--- src/rtl/dma_chan_pkg.sv ---
package dma_chan_pkg;
  typedef enum logic [1:0] {ST_IDLE, ST_RD, ST_WR} dma_state_e;

  localparam int CB_DSTEP = 5;
  localparam int CB_SSTEP = 7;
  localparam int CB_REPEAT = 9;
  localparam int CB_WORD = 10;
  localparam int CB_TIME = 12;
  localparam int CB_IRQ = 14;
  localparam int CB_EN = 15;

  localparam logic [1:0] SEL_SRC = 2'd0;
  localparam logic [1:0] SEL_DST = 2'd1;
  localparam logic [1:0] SEL_CNT = 2'd2;
  localparam logic [1:0] SEL_CTRL = 2'd3;
endpackage

--- src/rtl/dma_addr_unit.sv ---
module dma_addr_unit #(
  parameter int ADDR_W = 32,
  parameter bit IS_DST = 1'b0
) (
  input  logic              clk,
  input  logic              rst_n,
  input  logic              load,
  input  logic [ADDR_W-1:0] load_val,
  input  logic              rewind,
  input  logic [ADDR_W-1:0] rewind_val,
  input  logic              adv,
  input  logic [1:0]        mode,
  input  logic              word,
  output logic [ADDR_W-1:0] cur_addr
);
  logic [ADDR_W-1:0] addr_q;
  logic [ADDR_W-1:0] next_addr;

  function automatic logic [ADDR_W-1:0] align_addr(input logic [ADDR_W-1:0] a, input logic w);
    return w ? {a[ADDR_W-1:2], 2'b00} : {a[ADDR_W-1:1], 1'b0};
  endfunction

  function automatic logic [ADDR_W-1:0] step_addr(input logic [ADDR_W-1:0] a,
                                                  input logic [1:0] m, input logic w);
    logic [ADDR_W-1:0] sz;
    sz = w ? ADDR_W'(4) : ADDR_W'(2);
    case (m)
      2'd0: return a + sz;
      2'd1: return a - sz;
      2'd2: return a;
      default: return IS_DST ? a + sz : a;
    endcase
  endfunction

  assign cur_addr  = align_addr(addr_q, word);
  assign next_addr = step_addr(cur_addr, mode, word);

  always_ff @(posedge clk or negedge rst_n) begin
    if (!rst_n)      addr_q <= '0;
    else if (load)   addr_q <= load_val;
    else if (rewind) addr_q <= rewind_val;
    else if (adv)    addr_q <= next_addr;
  end


  hold_addr_chk: assert property (@(posedge clk) disable iff (!rst_n)
    (adv && !load && !rewind && mode == 2'd2) |=> (addr_q == $past(cur_addr)));
endmodule

--- src/rtl/dma_unit_counter.sv ---
module dma_unit_counter #(
  parameter int CW = 17
) (
  input  logic          clk,
  input  logic          rst_n,
  input  logic          load,
  input  logic [CW-1:0] load_val,
  input  logic          dec,
  output logic          last
);
  logic [CW-1:0] rem_q;

  always_ff @(posedge clk or negedge rst_n) begin
    if (!rst_n)    rem_q <= '0;
    else if (load) rem_q <= load_val;
    else if (dec)  rem_q <= rem_q - 1'b1;
  end

  assign last = (rem_q == CW'(1));


  no_underflow_chk: assert property (@(posedge clk) disable iff (!rst_n)
    dec |-> (rem_q != '0));
endmodule

--- src/rtl/dma_chan_engine.sv ---
module dma_chan_engine
  import dma_chan_pkg::*;
#(
  parameter int ADDR_W = 32,
  parameter int DATA_W = 32,
  parameter int CHAN_ID = 0,
  parameter int CHAN_LAST = 3,
  parameter int MAX_CNT_LAST = 65536,
  parameter int MAX_CNT_OTHER = 16384
) (
  input  logic              clk,
  input  logic              rst_n,
  input  logic              prog_we,
  input  logic [1:0]        prog_sel,
  input  logic [ADDR_W-1:0] prog_wdata,
  output logic [15:0]       ctrl_rd,
  input  logic              trig_vblank,
  input  logic              trig_hblank,
  input  logic              trig_special,
  output logic              mem_req,
  output logic              mem_we,
  output logic              mem_word,
  output logic [ADDR_W-1:0] mem_addr,
  output logic [DATA_W-1:0] mem_wdata,
  input  logic [DATA_W-1:0] mem_rdata,
  output logic              busy,
  output logic              irq
);
  localparam int MAX_CNT = (CHAN_ID == CHAN_LAST) ? MAX_CNT_LAST : MAX_CNT_OTHER;
  localparam int NEED_W = $clog2(MAX_CNT + 1);
  localparam int CW = (NEED_W > 16) ? NEED_W : 17;

  logic [ADDR_W-1:0] src_prog, dst_prog;
  logic [15:0]       cnt_prog, ctrl_q;
  dma_state_e        state_q;
  logic              irq_q;

  logic ctrl_wr, en_latch, start_imm, trig_hit, start;
  logic unit_done, cnt_last, last_unit, keep_en, cnt_load;
  logic [1:0] timing;
  logic [CW-1:0] cnt_val;
  logic [ADDR_W-1:0] src_cur, dst_cur;

  assign timing    = ctrl_q[CB_TIME+:2];
  assign ctrl_wr   = prog_we && (prog_sel == SEL_CTRL);
  assign en_latch  = ctrl_wr && prog_wdata[CB_EN] && !ctrl_q[CB_EN] && (state_q == ST_IDLE);
  assign start_imm = en_latch && (prog_wdata[CB_TIME+:2] == 2'd0);
  assign trig_hit  = ctrl_q[CB_EN] && (state_q == ST_IDLE) && !ctrl_wr &&
                     (((timing == 2'd1) && trig_vblank) ||
                      ((timing == 2'd2) && trig_hblank) ||
                      ((timing == 2'd3) && trig_special));
  assign start     = start_imm || trig_hit;
  assign unit_done = (state_q == ST_WR);
  assign last_unit = unit_done && cnt_last;
  assign keep_en   = ctrl_q[CB_REPEAT] && (timing != 2'd0);
  assign cnt_load  = en_latch || (last_unit && keep_en);
  assign cnt_val   = (cnt_prog == 16'd0) ? CW'(MAX_CNT) : CW'(cnt_prog);

  always_ff @(posedge clk or negedge rst_n) begin
    if (!rst_n) begin
      src_prog <= '0;
      dst_prog <= '0;
      cnt_prog <= '0;
    end else if (prog_we) begin
      case (prog_sel)
        SEL_SRC: src_prog <= prog_wdata;
        SEL_DST: dst_prog <= prog_wdata;
        SEL_CNT: cnt_prog <= prog_wdata[15:0];
        default: ;
      endcase
    end
  end

  always_ff @(posedge clk or negedge rst_n) begin
    if (!rst_n)                   ctrl_q <= '0;
    else if (ctrl_wr)             ctrl_q <= prog_wdata[15:0];
    else if (last_unit && !keep_en) ctrl_q[CB_EN] <= 1'b0;
  end

  always_ff @(posedge clk or negedge rst_n) begin
    if (!rst_n) begin
      state_q <= ST_IDLE;
      irq_q   <= 1'b0;
    end else begin
      irq_q <= last_unit && ctrl_q[CB_IRQ];
      case (state_q)
        ST_IDLE: if (start) state_q <= ST_RD;
        ST_RD:   state_q <= ST_WR;
        default: state_q <= cnt_last ? ST_IDLE : ST_RD;
      endcase
    end
  end

  dma_addr_unit #(.ADDR_W(ADDR_W), .IS_DST(1'b0)) u_src (
    .clk(clk), .rst_n(rst_n), .load(en_latch), .load_val(src_prog),
    .rewind(1'b0), .rewind_val(src_prog), .adv(unit_done),
    .mode(ctrl_q[CB_SSTEP+:2]), .word(ctrl_q[CB_WORD]), .cur_addr(src_cur));

  dma_addr_unit #(.ADDR_W(ADDR_W), .IS_DST(1'b1)) u_dst (
    .clk(clk), .rst_n(rst_n), .load(en_latch), .load_val(dst_prog),
    .rewind(last_unit && keep_en && (ctrl_q[CB_DSTEP+:2] == 2'd3)),
    .rewind_val(dst_prog), .adv(unit_done),
    .mode(ctrl_q[CB_DSTEP+:2]), .word(ctrl_q[CB_WORD]), .cur_addr(dst_cur));

  dma_unit_counter #(.CW(CW)) u_cnt (
    .clk(clk), .rst_n(rst_n), .load(cnt_load), .load_val(cnt_val),
    .dec(unit_done), .last(cnt_last));

  assign mem_req   = (state_q != ST_IDLE);
  assign mem_we    = (state_q == ST_WR);
  assign mem_word  = ctrl_q[CB_WORD];
  assign mem_addr  = (state_q == ST_WR) ? dst_cur : src_cur;
  assign mem_wdata = mem_rdata;
  assign busy      = (state_q != ST_IDLE);
  assign irq       = irq_q;
  assign ctrl_rd   = ctrl_q;


  write_after_read_chk: assert property (@(posedge clk) disable iff (!rst_n)
    (mem_req && mem_we) |-> $past(mem_req && !mem_we));

  word_align_chk: assert property (@(posedge clk) disable iff (!rst_n)
    (mem_req && mem_word) |-> (mem_addr[1:0] == 2'b00));

  irq_after_write_chk: assert property (@(posedge clk) disable iff (!rst_n)
    irq |-> $past(mem_req && mem_we));

  en_clear_chk: assert property (@(posedge clk) disable iff (!rst_n)
    (last_unit && !keep_en && !ctrl_wr) |=> !ctrl_rd[CB_EN]);

  no_early_req_chk: assert property (@(posedge clk) disable iff (!rst_n)
    (!busy && !start) |=> !mem_req);
endmodule

--- config.mk ---
export PLATFORM = sky130hd
export DESIGN_NAME = dma_chan_engine
export DESIGN_NICKNAME = d
export VERILOG_FILES = /design/src/rtl/dma_chan_pkg.sv /design/src/rtl/dma_addr_unit.sv /design/src/rtl/dma_unit_counter.sv /design/src/rtl/dma_chan_engine.sv
export SDC_FILE = /design/constraint.sdc
export NUM_CORES = 1
export LEC_CHECK = 0
export ABC_CLOCK_PERIOD_IN_PS = 7950
export CORE_MARGIN = 10
export CORE_UTILIZATION = 55
export DETAILED_ROUTE_END_ITERATION = 8
export GPL_TIMING_DRIVEN = 0
export PLACE_DENSITY = 0.81
export SLEW_MARGIN = 10
export SYNTH_ARGS = -nofsm -noshare
export SYNTH_HDL_FRONTEND = slang
export SYNTH_SLANG_ARGS = --single-unit
export TNS_END_PERCENT = 5
--- constraint.sdc ---
create_clock -name clk -period 7.95 [get_ports clk]
set_input_delay 1.59 -clock clk [delete_from_list [all_inputs] [get_ports clk]]
set_output_delay 1.59 -clock clk [all_outputs]
set_load 0.005 [all_outputs]
==> metrics.md <==
| Metric | Value |
|---|---|
| Share of layout cells above drive strength 1 | 0.133 |
| Most common cell after layout, fill and taps aside | nand2_1 |
| Post-CTS resize count | 0 |
| Clk_skew | 0.0118 ns |
| Cell chain of the critical path | nand2b_1 > buf_2 > clkbuf_1 > clkbuf_1 > clkbuf_1 > nor2_1 > ha_1 > ha_1 > nor2_1 > o21ai_0 > a211oi_1 > a31oi_1 > a31oi_1 > mux2i_1 > or3_1 > a31oi_1 |
| Hold_buf cts | 0 |
| Largest family of logic cells by synthesized area | simple AND/OR/NAND/NOR gates |
| Total Die Area | 26100 µm² |
| Ys async rst share | 1.00 |
| Post-DRT Antenna Nets | 0 |
| Routed WL | 37.2 mm |
| Max Freq | 195 MHz |
| Arrival time at the worst endpoint | 5.50 ns |
| Root buffer cell | clkbuf_16 |
| Rel. slew slack | 0.315 |
| Vias in the first global route | 10000 |
| Synth area leaders | dfrtp_1 40%, mux2_2 9.4%, nand2_1 7.1%, o21ai_0 4.1%, a21oi_1 3.6% |
| Initial drt markers | 1326 |
| Max incr delay on CP | 0.49 ns |
| CTS max path bufs | 2 |
| Mean post-synth cell area | 8.58 µm² |
| Die extent in y | 162 µm |
| Crit start category | flip-flop |
| Grt total ovfl | 0 |
| Setup ws final | 2.81 ns |
| Fraction of the mapped netlist area in simple logic gates | 0.220 |
| Clock period minus worst slack | 5.14 ns |
| Fin cells | 1706 |
| Post-synth top area share | 0.399 |
| # port buffers | 123 |
| First-pass GRT wire length | 57.3 mm |
| Initial Utilization | 0.563 |
| Power Dens Cells | 350 nW/µm² |
| CP max-delay cell | dfrtp_1 |
| Yosys warns | 0 |
| #FFs+latches synth | 176 |
| Crit. End Element | flip-flop |
| Vias | 10600 |
| Antenna Cells | 0 |
| Peak supply drop | 0.190 mV |
| CTS tree | built |
| Dpl cell area | 12600 µm² |
| Largest net degree at the start of global routing | 96 |
| Die X | 162 µm |
| Final hold violation count | 0 |
| Design area | 13200 µm² |
| Most frequent cells in the layout | 209 x nand2_1, 176 x dfrtp_1, 122 x clkdlybuf4s50_1 |
| Leak | 0.00535 µW |
| Period utilization | 0.647 |
| Max Cap Violations | 0 |
| Post-synth top area cell | dfrtp_1 |
| Pre-CTS WS | 2.93 ns |
| Post-synth EDFFs | 0 |
| Gate Count Post-Synth | 1286 |
| TritonCTS sink count | 176 |
| Finish-stage setup viols | 0 |
| Final Slew Violations | 0 |
| Compound-Gate Fraction of Synth Area | 0.154 |
| Sequential fraction of the synthesis area | 0.399 |
| Area of the multi-input gates | 5930 µm² |
| Setup Buffers After CTS | 0 |
| Fill count | 1647 |
| Clk slew on worst S/H paths | 0.07 ns |
| Std cell rows | 51 |
| Ys flop type | dfrtp_1 |
| GRT Total Usage | 0.275 |
| Total I/O pin count | 157 |
| Setup TNS | 0 ns |
| Core Box Area | 19600 µm² |
| Clk_lat worst skew | 0.44 ns |
| Status | finished clean |
| Post-synthesis xor/xnor area fraction | 0.0429 |
| Initial antenna violation count | 0 |
| Worst min path class | flip-flop to flip-flop |
| Area grow syn2layout | 20.1% |
| Largest fanout on the critical path | 10 |
| Slew @ Worst Pin | 1.03 ns |
| # H-tree levels | 4 |
| Cell Area, Synth | 11000 µm² |
| WL/cell | 21.8 µm |
| Util after Layout | 0.676 |
| Critical path required time | 8.31 ns |
| Post-synthesis mux area share | 0.0985 |
| Drt pass-1 iters | 8 |
| GPL Wtd Cong | 0.978 |
| Count of cell types in the netlist | 65 |
| Register area | 4400 µm² |
| Crit Path Category | flip-flop to flip-flop |
| Syn Nets | 1376 |
| RSZ-0062 raised after global routing | false |
| Total CTS buffers | 17 |
| Post-DR vias/cell | 6.23 |
| Post-detail-place hpwl | 27.8 mm |
| Adder-Cell Fraction of Synth Area | 0.0204 |
| DRC | 0 |
| Nets | 1519 |
| # placed instances | 1675 |
## metal layers
metal / vias up / routed length, µm / global-route usage
met4: 0 / 1030 / 0.0910
met2: 566 / 17500 / 0.445
met1: 5156 / 15500 / 0.369
met5: - / 0 / 0
met3: 75 / 3190 / 0.0427
li1: 4835 / - / -
## power breakdown
part           internal, µW  switching [µW]  leakage [µW]
clock                   510             386      0.000294
sequential             1180             280       0.00211
combinational           945            1340       0.00294
total                  2630            2000       0.00535
## critical path: cells and delay by family (launching register included)
| kind | cells | cell delay [ns] |
|---|---|---|
| adder cells (fa/ha/maj) | 2 | 0.54 |
| AO/OA/AOI/OAI | 5 | 1.41 |
| flip-flops | 1 | 0.49 |
| AND/OR/NAND/NOR | 4 | 0.93 |
| buffers and inverters | 4 | 1.56 |
| multiplexers | 1 | 0.12 |
## stage by stage
stage / hold WS, ns / total power, µW
final: 0.476 / 4640
after global routing: 0.504 / 4900
after CTS: 0.476 / 4590
after detailed placement: 0.465 / 3680
after global placement: 0.456 / 3640
after floorplan: 0.442 / 2780
## final timing paths
| check | start | end | slack (ns) | depth (start not counted) |
|---|---|---|---|---|
| hold reg to reg | dst_prog[9] | u_dst.addr_q[9] | 0.48 | 2 |
| setup / recovery | ctrl_rd[6] | u_dst.addr_q[31] | 2.81 | 16 |
| max in group asynchronous | rst_n | u_dst.addr_q[29] | 5.91 | 2 |
| setup reg to reg | ctrl_rd[6] | u_dst.addr_q[31] | 2.81 | 16 |
| min in group asynchronous | rst_n | cnt_prog[10] | 1.14 | 1 |
| hold / removal | dst_prog[9] | u_dst.addr_q[9] | 0.48 | 2 |
## state kept, by name, summed over array words and instances, names as in the netlist
register,cells
cnt_prog,16
src_prog,31
u_dst.addr_q,31
state_q,2
dst_prog,31
ctrl_rd,16
u_src.addr_q,31
irq,1
u_cnt.rem_q,17
## area by class of cell
type | instances | share of cell area
Clock inverter | 12 | 0.0129
Buffer | 128 | 0.0480
Timing Repair Buffer | 124 | 0.0954
Clock buffer | 19 | 0.0334
Tap cell | 265 | 0.0250
Inverter | 19 | 0.00538
Multi-Input combinational cell | 963 | 0.447
Sequential cell | 176 | 0.332
## cells by family after synthesis
family | Yosys count
adder cells (fa/ha/maj) | 18
AND/OR/NAND/NOR | 512
multiplexers | 97
buffers and inverters | 147
AO/OA/AOI/OAI | 281
flip-flops | 176
XOR/XNOR | 54
other | 1
## Yosys cell counts (6+ instances only)
cell        n
o22ai_1     7
nor4_1     18
mux2_2     92
and2_1      6
or3_1      21
a31oi_1    27
nand2_1   209
and3_1     13
ha_1       18
or2_2      10
buf_2       7
nand3_1    35
dfrtp_1   176
nand2b_1    7
or4_1      12
xnor2_1    38
o21ai_0    90
a211oi_1    7
a21o_1     12
inv_1      19
xor2_1     16
a211o_1     6
buf_4      35
o211ai_1    8
clkbuf_1   79
a21oi_1    79
nor2_1     96
nand4_1    22
nor3_1     37
Power figures use the tool's default switching activity.
